<file path="config.mk">
export PLATFORM = sky130hd
export DESIGN_NAME = ahbx_matrix
export DESIGN_NICKNAME = d
export VERILOG_FILES = /design/src/rtl/ahbx_pkg.sv /design/src/rtl/ahbx_layer.sv /design/src/rtl/ahbx_port.sv /design/src/rtl/ahbx_matrix.sv
export SDC_FILE = /design/constraint.sdc
export NUM_CORES = 1
export LEC_CHECK = 0
export ABC_AREA = 1
export BUFFER_PORTS_ARGS = -buffer_cell sky130_fd_sc_hd__buf_2
export CELL_PAD_IN_SITES_DETAIL_PLACEMENT = 1
export CELL_PAD_IN_SITES_GLOBAL_PLACEMENT = 1
export CORE_AREA = 2 2 199 201
export CTS_BUF_LIST = sky130_fd_sc_hd__clkbuf_8
export DETAILED_ROUTE_END_ITERATION = 8
export DIE_AREA = 0 0 201 203
export PLACE_DENSITY = 0.68
export SLEW_MARGIN = 15
export SYNTH_ARGS = -nofsm -noshare
export SYNTH_HDL_FRONTEND = slang
export SYNTH_SLANG_ARGS = --single-unit
</file>
<file path="constraint.sdc">
create_clock -name clk -period 2.97 [get_ports clk]
set_clock_uncertainty 0.2 [all_clocks]
set_input_delay 0.1485 -clock clk [delete_from_list [all_inputs] [get_ports clk]]
set_output_delay 0.1485 -clock clk [all_outputs]
set_load 0.03 [all_outputs]
</file>
<file path="src/rtl/ahbx_pkg.sv">
package ahbx_pkg;

   typedef enum logic [1:0] {
      TR_IDLE = 2'b00,
      TR_BUSY = 2'b01,
      TR_NSEQ = 2'b10,
      TR_SEQ  = 2'b11
   } htrans_e;

   typedef enum logic [1:0] {
      DEF_NONE = 2'b00,
      DEF_ERR1 = 2'b01,
      DEF_ERR2 = 2'b10
   } def_st_e;

endpackage

</file>
<file path="src/rtl/ahbx_layer.sv">
module ahbx_layer
   import ahbx_pkg::*;
#(
   parameter int AW    = 32,
   parameter int DW    = 32,
   parameter int NS    = 3,
   parameter int RGN_W = 12
) (
   input  logic                   clk,
   input  logic                   rst_n,
   input  logic [AW-1:0]          m_haddr,
   input  logic [1:0]             m_htrans,
   input  logic                   m_hwrite,
   output logic [DW-1:0]          m_hrdata,
   output logic                   m_hready,
   output logic                   m_hresp,
   input  logic [NS-1:0]          slv_acc,
   input  logic [NS-1:0]          slv_rdy,
   input  logic [NS-1:0]          slv_rsp,
   input  logic [NS-1:0][DW-1:0]  slv_rdata,
   output logic [NS-1:0]          req_sel,
   output logic [AW-1:0]          req_addr,
   output logic [1:0]             req_trans,
   output logic                   req_write
);
   localparam int IW = AW - RGN_W;

   // input stage: parked address phase
   logic          hold_q;
   logic [AW-1:0] hold_addr_q;
   logic [1:0]    hold_trans_q;
   logic          hold_write_q;

   logic          live, req_vld, hit_def, def_acc, acc_any;
   logic [IW-1:0] rgn;

   // data phase tracking
   logic [NS-1:0] dp_slv_q;
   def_st_e       def_q;

   assign live      = m_htrans[1] & m_hready;
   assign req_vld   = hold_q | live;
   assign req_addr  = hold_q ? hold_addr_q  : m_haddr;
   assign req_trans = hold_q ? hold_trans_q : m_htrans;
   assign req_write = hold_q ? hold_write_q : m_hwrite;

   // decode stage
   assign rgn     = req_addr[AW-1:RGN_W];
   assign hit_def = (rgn >= IW'(NS));

   for (genvar j = 0; j < NS; j++) begin : g_dec
      assign req_sel[j] = req_vld & (rgn == IW'(j));
   end

   assign def_acc = req_vld & hit_def;
   assign acc_any = (|slv_acc) | def_acc;

   // return path
   always_comb begin
      m_hrdata = '0;
      m_hresp  = (def_q != DEF_NONE);
      for (int j = 0; j < NS; j++) begin
         if (dp_slv_q[j]) begin
            m_hrdata = m_hrdata | slv_rdata[j];
            m_hresp  = m_hresp | slv_rsp[j];
         end
      end
      if (hold_q)
         m_hready = 1'b0;
      else if (|dp_slv_q)
         m_hready = |(dp_slv_q & slv_rdy);
      else
         m_hready = (def_q != DEF_ERR1);
   end

   always_ff @(posedge clk or negedge rst_n) begin
      if (!rst_n) begin
         hold_q       <= 1'b0;
         hold_addr_q  <= '0;
         hold_trans_q <= TR_IDLE;
         hold_write_q <= 1'b0;
      end else if (acc_any) begin
         hold_q <= 1'b0;
      end else if (live) begin
         hold_q       <= 1'b1;
         hold_addr_q  <= m_haddr;
         hold_trans_q <= m_htrans;
         hold_write_q <= m_hwrite;
      end
   end

   always_ff @(posedge clk or negedge rst_n) begin
      if (!rst_n) begin
         dp_slv_q <= '0;
         def_q    <= DEF_NONE;
      end else if (acc_any) begin
         dp_slv_q <= req_sel;
         def_q    <= def_acc ? DEF_ERR1 : DEF_NONE;
      end else if (m_hready) begin
         dp_slv_q <= '0;
         def_q    <= DEF_NONE;
      end else if (def_q == DEF_ERR1) begin
         def_q <= DEF_ERR2;
      end
   end

endmodule

</file>
<file path="src/rtl/ahbx_port.sv">
module ahbx_port
   import ahbx_pkg::*;
#(
   parameter int NM           = 2,
   parameter int AW           = 32,
   parameter int DW           = 32,
   parameter bit LOW_IDX_WINS = 1'b1
) (
   input  logic                   clk,
   input  logic                   rst_n,
   input  logic [NM-1:0]          rq,
   input  logic [NM-1:0][AW-1:0]  req_addr,
   input  logic [NM-1:0][1:0]     req_trans,
   input  logic [NM-1:0]          req_write,
   input  logic [NM-1:0][DW-1:0]  m_hwdata,
   input  logic                   s_hready,
   output logic [NM-1:0]          gnt,
   output logic                   s_hsel,
   output logic [AW-1:0]          s_haddr,
   output logic [1:0]             s_htrans,
   output logic                   s_hwrite,
   output logic [DW-1:0]          s_hwdata
);
   logic [NM-1:0] own_q;

   // fixed-priority arbiter, direction chosen by parameter
   if (LOW_IDX_WINS) begin : g_lo
      always_comb begin
         gnt = '0;
         for (int m = NM - 1; m >= 0; m--)
            if (rq[m]) gnt = NM'(1) << m;
      end
   end else begin : g_hi
      always_comb begin
         gnt = '0;
         for (int m = 0; m < NM; m++)
            if (rq[m]) gnt = NM'(1) << m;
      end
   end

   assign s_hsel = |gnt;

   always_comb begin
      s_haddr  = '0;
      s_htrans = TR_IDLE;
      s_hwrite = 1'b0;
      s_hwdata = '0;
      for (int m = 0; m < NM; m++) begin
         if (gnt[m]) begin
            s_haddr  = s_haddr | req_addr[m];
            s_htrans = s_htrans | req_trans[m];
            s_hwrite = s_hwrite | req_write[m];
         end
         if (own_q[m])
            s_hwdata = s_hwdata | m_hwdata[m];
      end
   end

   // data phase owner for write data steering
   always_ff @(posedge clk or negedge rst_n) begin
      if (!rst_n)
         own_q <= '0;
      else if (s_hready)
         own_q <= gnt;
   end

endmodule

</file>
<file path="src/rtl/ahbx_matrix.sv">
module ahbx_matrix
   import ahbx_pkg::*;
#(
   parameter int NM           = 2,
   parameter int NS           = 3,
   parameter int AW           = 32,
   parameter int DW           = 32,
   parameter int RGN_W        = 12,
   parameter bit LOW_IDX_WINS = 1'b1
) (
   input  logic                   clk,
   input  logic                   rst_n,
   input  logic [NM-1:0][AW-1:0]  m_haddr,
   input  logic [NM-1:0][1:0]     m_htrans,
   input  logic [NM-1:0]          m_hwrite,
   input  logic [NM-1:0][DW-1:0]  m_hwdata,
   output logic [NM-1:0][DW-1:0]  m_hrdata,
   output logic [NM-1:0]          m_hready,
   output logic [NM-1:0]          m_hresp,
   output logic [NS-1:0]          s_hsel,
   output logic [NS-1:0][AW-1:0]  s_haddr,
   output logic [NS-1:0][1:0]     s_htrans,
   output logic [NS-1:0]          s_hwrite,
   output logic [NS-1:0][DW-1:0]  s_hwdata,
   input  logic [NS-1:0][DW-1:0]  s_hrdata,
   input  logic [NS-1:0]          s_hready,
   input  logic [NS-1:0]          s_hresp
);
   if (NM < 1 || NS < 1) begin : g_bad_count
      $error("ahbx_matrix: NM and NS must be at least 1");
   end
   if (RGN_W < 2 || RGN_W >= AW) begin : g_bad_rgn
      $error("ahbx_matrix: RGN_W out of range");
   end
   if (DW % 8 != 0) begin : g_bad_dw
      $error("ahbx_matrix: DW must be whole bytes");
   end

   logic [NM-1:0][NS-1:0] req_sel;
   logic [NM-1:0][AW-1:0] req_addr;
   logic [NM-1:0][1:0]    req_trans;
   logic [NM-1:0]         req_write;
   logic [NM-1:0][NS-1:0] acc;
   logic [NS-1:0][NM-1:0] rq_s;
   logic [NS-1:0][NM-1:0] gnt_s;

   for (genvar m = 0; m < NM; m++) begin : g_xpose_m
      for (genvar j = 0; j < NS; j++) begin : g_xpose_s
         assign rq_s[j][m] = req_sel[m][j];
         assign acc[m][j]  = gnt_s[j][m] & s_hready[j];
      end
   end

   for (genvar m = 0; m < NM; m++) begin : g_layer
      ahbx_layer #(.AW(AW), .DW(DW), .NS(NS), .RGN_W(RGN_W)) layer_i (
         .clk       (clk),
         .rst_n     (rst_n),
         .m_haddr   (m_haddr[m]),
         .m_htrans  (m_htrans[m]),
         .m_hwrite  (m_hwrite[m]),
         .m_hrdata  (m_hrdata[m]),
         .m_hready  (m_hready[m]),
         .m_hresp   (m_hresp[m]),
         .slv_acc   (acc[m]),
         .slv_rdy   (s_hready),
         .slv_rsp   (s_hresp),
         .slv_rdata (s_hrdata),
         .req_sel   (req_sel[m]),
         .req_addr  (req_addr[m]),
         .req_trans (req_trans[m]),
         .req_write (req_write[m])
      );
   end

   for (genvar j = 0; j < NS; j++) begin : g_port
      ahbx_port #(.NM(NM), .AW(AW), .DW(DW), .LOW_IDX_WINS(LOW_IDX_WINS)) port_i (
         .clk       (clk),
         .rst_n     (rst_n),
         .rq        (rq_s[j]),
         .req_addr  (req_addr),
         .req_trans (req_trans),
         .req_write (req_write),
         .m_hwdata  (m_hwdata),
         .s_hready  (s_hready[j]),
         .gnt       (gnt_s[j]),
         .s_hsel    (s_hsel[j]),
         .s_haddr   (s_haddr[j]),
         .s_htrans  (s_htrans[j]),
         .s_hwrite  (s_hwrite[j]),
         .s_hwdata  (s_hwdata[j])
      );
   end

endmodule

</file>
Word level (Yosys, flattened, before mapping):

Index checks and enable logic that the tools add are counted.
Widths: inputs -> output; s select.

* add/sub/neg operators: 0
* multiply operators: 0
* divide/modulo/power cells: 0
* magnitude comparators: 2
* equality and inequality tests: 8
* shift operators: 0
* multiplexer cells: 68
* bitwise logic cells: 46
* reduce and logical (&&, ||, !) cells: 21

Operators by type and width (count)
* $mux 32: 20
* $or 32x32->32: 10
* $eq 20x1->1 const B: 2
* $eq 20x2->1 const B: 2
* $ge 20x2->1 const B: 2
* $logic_not 20->1: 2
* $mux 2: 20
* $mux 1: 24
* $reduce_or 3->1: 6
* $and 1x1->1: 16
* $or 1x1->1: 13
* $mux 3: 4
* $reduce_bool 2->1: 6
* $and 3x3->3: 2
* $or 2x2->2: 3
* $reduce_bool 3->1: 2
* $reduce_or 2->1: 3
* $eq 2x1->1 const B: 2
* $ne 2x1->1 const B: 2
* $reduce_and 2->1: 2
* $not 1->1: 2

* bits in registers: 88
* bits in latches: 0
* memory bits (writable): 0
* bits in read-only memories: 0
* bits of input ports: 238
* word-level logic and storage cells: 160
* memories kept: 0

Depth between registers and ports, before layout:

* word-level depth: 14
* gate-level depth with buffers: 18

Cells and area by module:

From an unflattened synthesis, not the netlist that was laid out.

* cell total of the unflattened synthesis: 1648
* area, all modules: 8882.3 um^2

By module, submodules not included
* ahbx_layer: instances 2, cells each 467, area an instance 2783.9 um^2, seq. area each 1026.0 um^2
* ahbx_port: instances 3, cells each 234, area an instance 1089.8 um^2, seq. area each 50.0 um^2
* ahbx_matrix: instances 1, cells each 12, area an instance 45.0 um^2, seq. area each 0.0 um^2

Worst setup path after synthesis:

OpenSTA, ideal clock, no wires.

* path kind: reg-to-output
* start: reg g_layer[1].layer_i.hold_q
* end: out s_haddr[35] (netlist name)
* arrival time: 2.237 ns
* required time: 2.622 ns
* path slack: 0.385 ns
* stages on the path, launching flop included: 11
* path through: dfrtp_1 buf_4 buf_6 o21ai_0 nand2_1 nor3_1 nand4_1 nor3_1 nand2_1 buf_2 o22ai_1

RTL lines
* start: declaration: RTL line ahbx_layer.sv:29 `logic hold_q;`
* start signal: assignment: RTL line ahbx_layer.sv:78 `hold_q <= 1'b0;`
* start signal: assignment: RTL line ahbx_layer.sv:83 `hold_q <= 1'b0;`
* start signal: assignment: RTL line ahbx_layer.sv:85 `hold_q <= 1'b1;`
* end: declaration: RTL line ahbx_matrix.sv:21 `output logic [NS-1:0][AW-1:0] s_haddr,`

==> summary.txt <==
Setup path
  • FF-to-FF setup slack: 0.18 ns
  • Worst EP arrival: 2.62 ns
  • Worst flop-to-flop path startpoint: g_layer[0].layer_i.hold_q
  • R2R Path End: g_layer[0].layer_i.hold_addr_q[31]
  • Critical path depth: 13
  • CP max-delay cell: dfrtp_2
  • Worst path most repeated cell: nand2_1
  • Crit path from: g_layer[0].layer_i.hold_q
  • Crit Path Class: reg2out
  • Critical Path Fanout Max: 14
  • Slowest Stage Delay on Critical Path: about 0.49 ns
  • Worst Setup EP: s_htrans[3]
  • Worst path cell trace: buf_12 > nand2_1 > nand2_1 > nor2_2 > inv_1 > nor2_1 > nand2_1 > nor3_4 > buf_6 > nand2_8 > clkbuf_16 > o22ai_2 > buf_6
  • Largest delay share family, worst path: buffers and inverters
  • CP bufs+invs: 5
  • Critical Path RT: between 2 and 3 ns
  • Endpoint class of the critical path: output port
  • Startpoint types: register
  • R2r worst-path depth: 16

GRT
  • Grt met2 use: 0.342
  • GR met1 Demand/Resource: 0.234
  • M3 GR Usage: 0.0371
  • Tot GR Track Use: 0.196
  • Initial antenna violation count: 5
  • Vias in the first global route: ~10000
  • Total gr overflow: 0
  • First-pass GRT wire length: about 62 mm
  • Largest net degree at the start of global routing: 49
  • Busiest layer in global routing: met2

Clock tree
  • Root Buffer: clkbuf_8
  • CTS clk-pin slew, worst paths: about 0.10 ns
  • H-tree Lvls: 3
  • Worst-skew pair later-pin latency: 0.38 ns
  • Clock sink total: 88
  • Num CTS Buffers: 9
  • CTS tree: built
  • Clock Path Buffers: 2

Layout
  • Sequential cell area: 2200 µm²
  • Fillers: just under 5000
  • Nets: ~1800
  • Layout area overhead: 56.4%
  • Share of cells above drive strength 1: 0.378
  • Multi-input logic area: between 4000 and 5000 µm²

Logic synthesis
  • Gate count after technology mapping: 1123
  • #FFs+latches synth: slightly below 90
  • Avg Inst Size Synth: between 6 and 7 µm²
  • Synth Flop Type: dfrtp_1
  • Count of cell types in the netlist: 29
  • Ys async rst share: 1.00
  • Post-synth top area cell: dfrtp_1
  • Syn Std Cell Area: between 7000 and 8000 µm²
  • Synth Warn #: 0
  • EDFF count, synth: 0
  • Top cells by area, synth: dfrtp_1 (29%), nand2_1 (12%), o22ai_1 (12%)
  • Sequential-to-total area share from yosys stat: 0.294
  • Synth top area share: 0.294

Timing
  • Final critical-path setup slack: about 0.0024 ns
  • Final setup vio count: 0
  • RSZ-0062 raised after global routing: yes
  • F_max: ~340 MHz
  • Worst-margin pin slew: ~0.84 ns
  • Setup TNS: 0 ns
  • Max-slew headroom: 0.438
  • Max-slew violation count: 0
  • Hold Violations, Final: 0
  • Min Clock Period, post-route: roughly 3.0 ns
  • Final period util: 0.999

Floorplanning
  • Die area: roughly 41000 µm²
  • Starting Density: 0.195
  • Die height: around 200 µm
  • Num rows: roughly 70
  • # IOs: about 500
  • Die Wd: ~200 µm
  • CORE AREA: between 30000 and 40000 µm²

Place
  • IO buf count: 451
  • Detail Placement HPWL: between 30 and 40 mm
  • Placer Congestion: ~0.87
  • Pre-CTS setup slack: -0.134 ns

Routing
  • Routed via count: between 10000 and 15000
  • Wire per inst: just over 20 µm
  • Router iterations before antenna repair: 5
  • Vias per cell: between 4 and 5
  • Final ANT Viol Nets: 0
  • DRT Wirelength: about 44 mm
  • DRT iter0 DRCs: around 580
  • Drt drc: 0

Power
  • Peak VDD IR: ~0.33 mV
  • Pwr Density: 453 nW/µm²
  • Static leakage: approximately 6.4 nW

Worst hold path
  • Hold WC Path Type: in2async

Outcome
  • Status: complete, no violations

Flow run
  • Max cap viols: 0
-- layout make-up --
class                      instances  share of cell area
multi-input combinational        781               0.382
timing repair buffer             543               0.298
sequential                        88               0.188
inverter                         177              0.0579
tap                              518              0.0554
clock buffer                      10              0.0118
clock inverter                     6             0.00577
antenna                            2            0.000428
timing repair inverter             1            0.000321
-- timing repair --
action	in CTS	in global routing
setup endpoints to repair	96	83
hold buffers	36	0
buffers inserted	9	6
cloned	4	3
gates resized for setup	87	139
endpoints found under the hold margin	80	0
pin swaps	7	6
-- state kept, by name (all words and copies together), names as in the netlist --
name                          cells
g_layer.layer_i.hold_write_q      2
g_layer.layer_i.dp_slv_q          6
g_layer.layer_i.def_q             4
g_port.port_i.own_q               6
g_layer.layer_i.hold_addr_q      64
g_layer.layer_i.hold_q            2
g_layer.layer_i.hold_trans_q      4
-- per-stage QoR --
stage | hold slack [ns] | instances | instance area, µm² | utilization | total power, mW
2_1_floorplan | -0.347 | 1180 | 7700 | - | 3.29
3_3_place_gp | -0.0243 | 2051 | 10100 | 0.262 | 3.87
3_5_place_dp | -0.0145 | 2051 | 10100 | 0.262 | 3.97
4_1_cts | 0.0984 | 2115 | 11100 | 0.287 | 5.11
5_1_grt | 0.131 | 2126 | 11700 | 0.304 | 5.66
6_report | 0.0857 | 2126 | 11700 | 0.304 | 5.30
-- power breakdown --
part           total (mW)  switching, mW  internal [mW]  leakage, nW
logic                2.78           1.89          0.887         5.13
registers            1.63          0.184           1.44         1.16
clock network       0.891          0.476          0.415        0.104
total                5.30           2.55           2.74         6.40
-- worst register-to-register path, cell delays in order (launching register included) --
cell and delay, ns:
dfrtp_2 0.49, buf_12 0.18, nand2_1 0.06, nand2_1 0.06, nor2_2 0.12, inv_1 0.05, nor2_1 0.09, nand2_1 0.09
nor3_4 0.21, buf_4 0.14, nand2_1 0.04, nand2_1 0.08, nand2_1 0.21, nor2_4 0.21, nand2_4 0.19, inv_6 0.21
nor2_1 0.07
-- kinds of logic after synthesis --
logic type | share of synthesized area
simple gates | 0.213
mux | 0.0375
flops | 0.294
buf+inv | 0.204
other cells | 0.000501
compound gates | 0.251
-- layer usage --
layer  vias to the layer above  part of all wire  wire, µm
li1                       4612                 -         -
met1                      4781              0.39     17100
met2                       495              0.50     22000
met3                       113             0.063      2790
met4                         4             0.050      2210
met5                         -           0.00048        21
-- worst min path at each step --
stage,slack [ns],endpoint
6_report,0.09,g_layer[1].layer_i.hold_addr_q[30]
5_1_grt,0.13,g_layer[1].layer_i.hold_addr_q[29]
4_1_cts,0.1,g_layer[0].layer_i.hold_addr_q[14]
3_5_place_dp,-0.01,g_layer[1].layer_i.hold_addr_q[28]
3_3_place_gp,-0.02,g_layer[1].layer_i.hold_addr_q[28]
2_1_floorplan,-0.35,g_layer[0].layer_i.def_q[0]
-- synth_stat cells (4+ instances only) --
library cell / number
o22ai_1: 141
buf_4: 75
buf_6: 6
nor2_1: 74
o31ai_1: 4
nand2_1: 243
dfrtp_1: 88
a21oi_1: 5
nand3_1: 53
mux2i_1: 28
buf_1: 15
o21ai_0: 88
a22oi_1: 64
nand4_1: 5
buf_2: 11
inv_1: 172
clkbuf_1: 30
nor3_1: 4
-- cell usage in the layout, fill, tap and decap left out, types with 32 or more instances in the layout --
| master | netlist | layout |
|---|---|---|
| a22oi_1 | 64 | 64 |
| buf_2 | 11 | 400 |
| buf_4 | 75 | 53 |
| buf_6 | 6 | 42 |
| conb_1 | 1 | 58 |
| dfrtp_1 | 88 | 86 |
| dlygate4sd3_1 | 0 | 36 |
| inv_1 | 172 | 172 |
| nand2_1 | 243 | 228 |
| nand3_1 | 53 | 53 |
| nor2_1 | 74 | 65 |
| o21ai_0 | 88 | 83 |
| o22ai_1 | 141 | 102 |
| o22ai_2 | 0 | 32 |
Note: power is estimated with default switching activity, not from simulation.
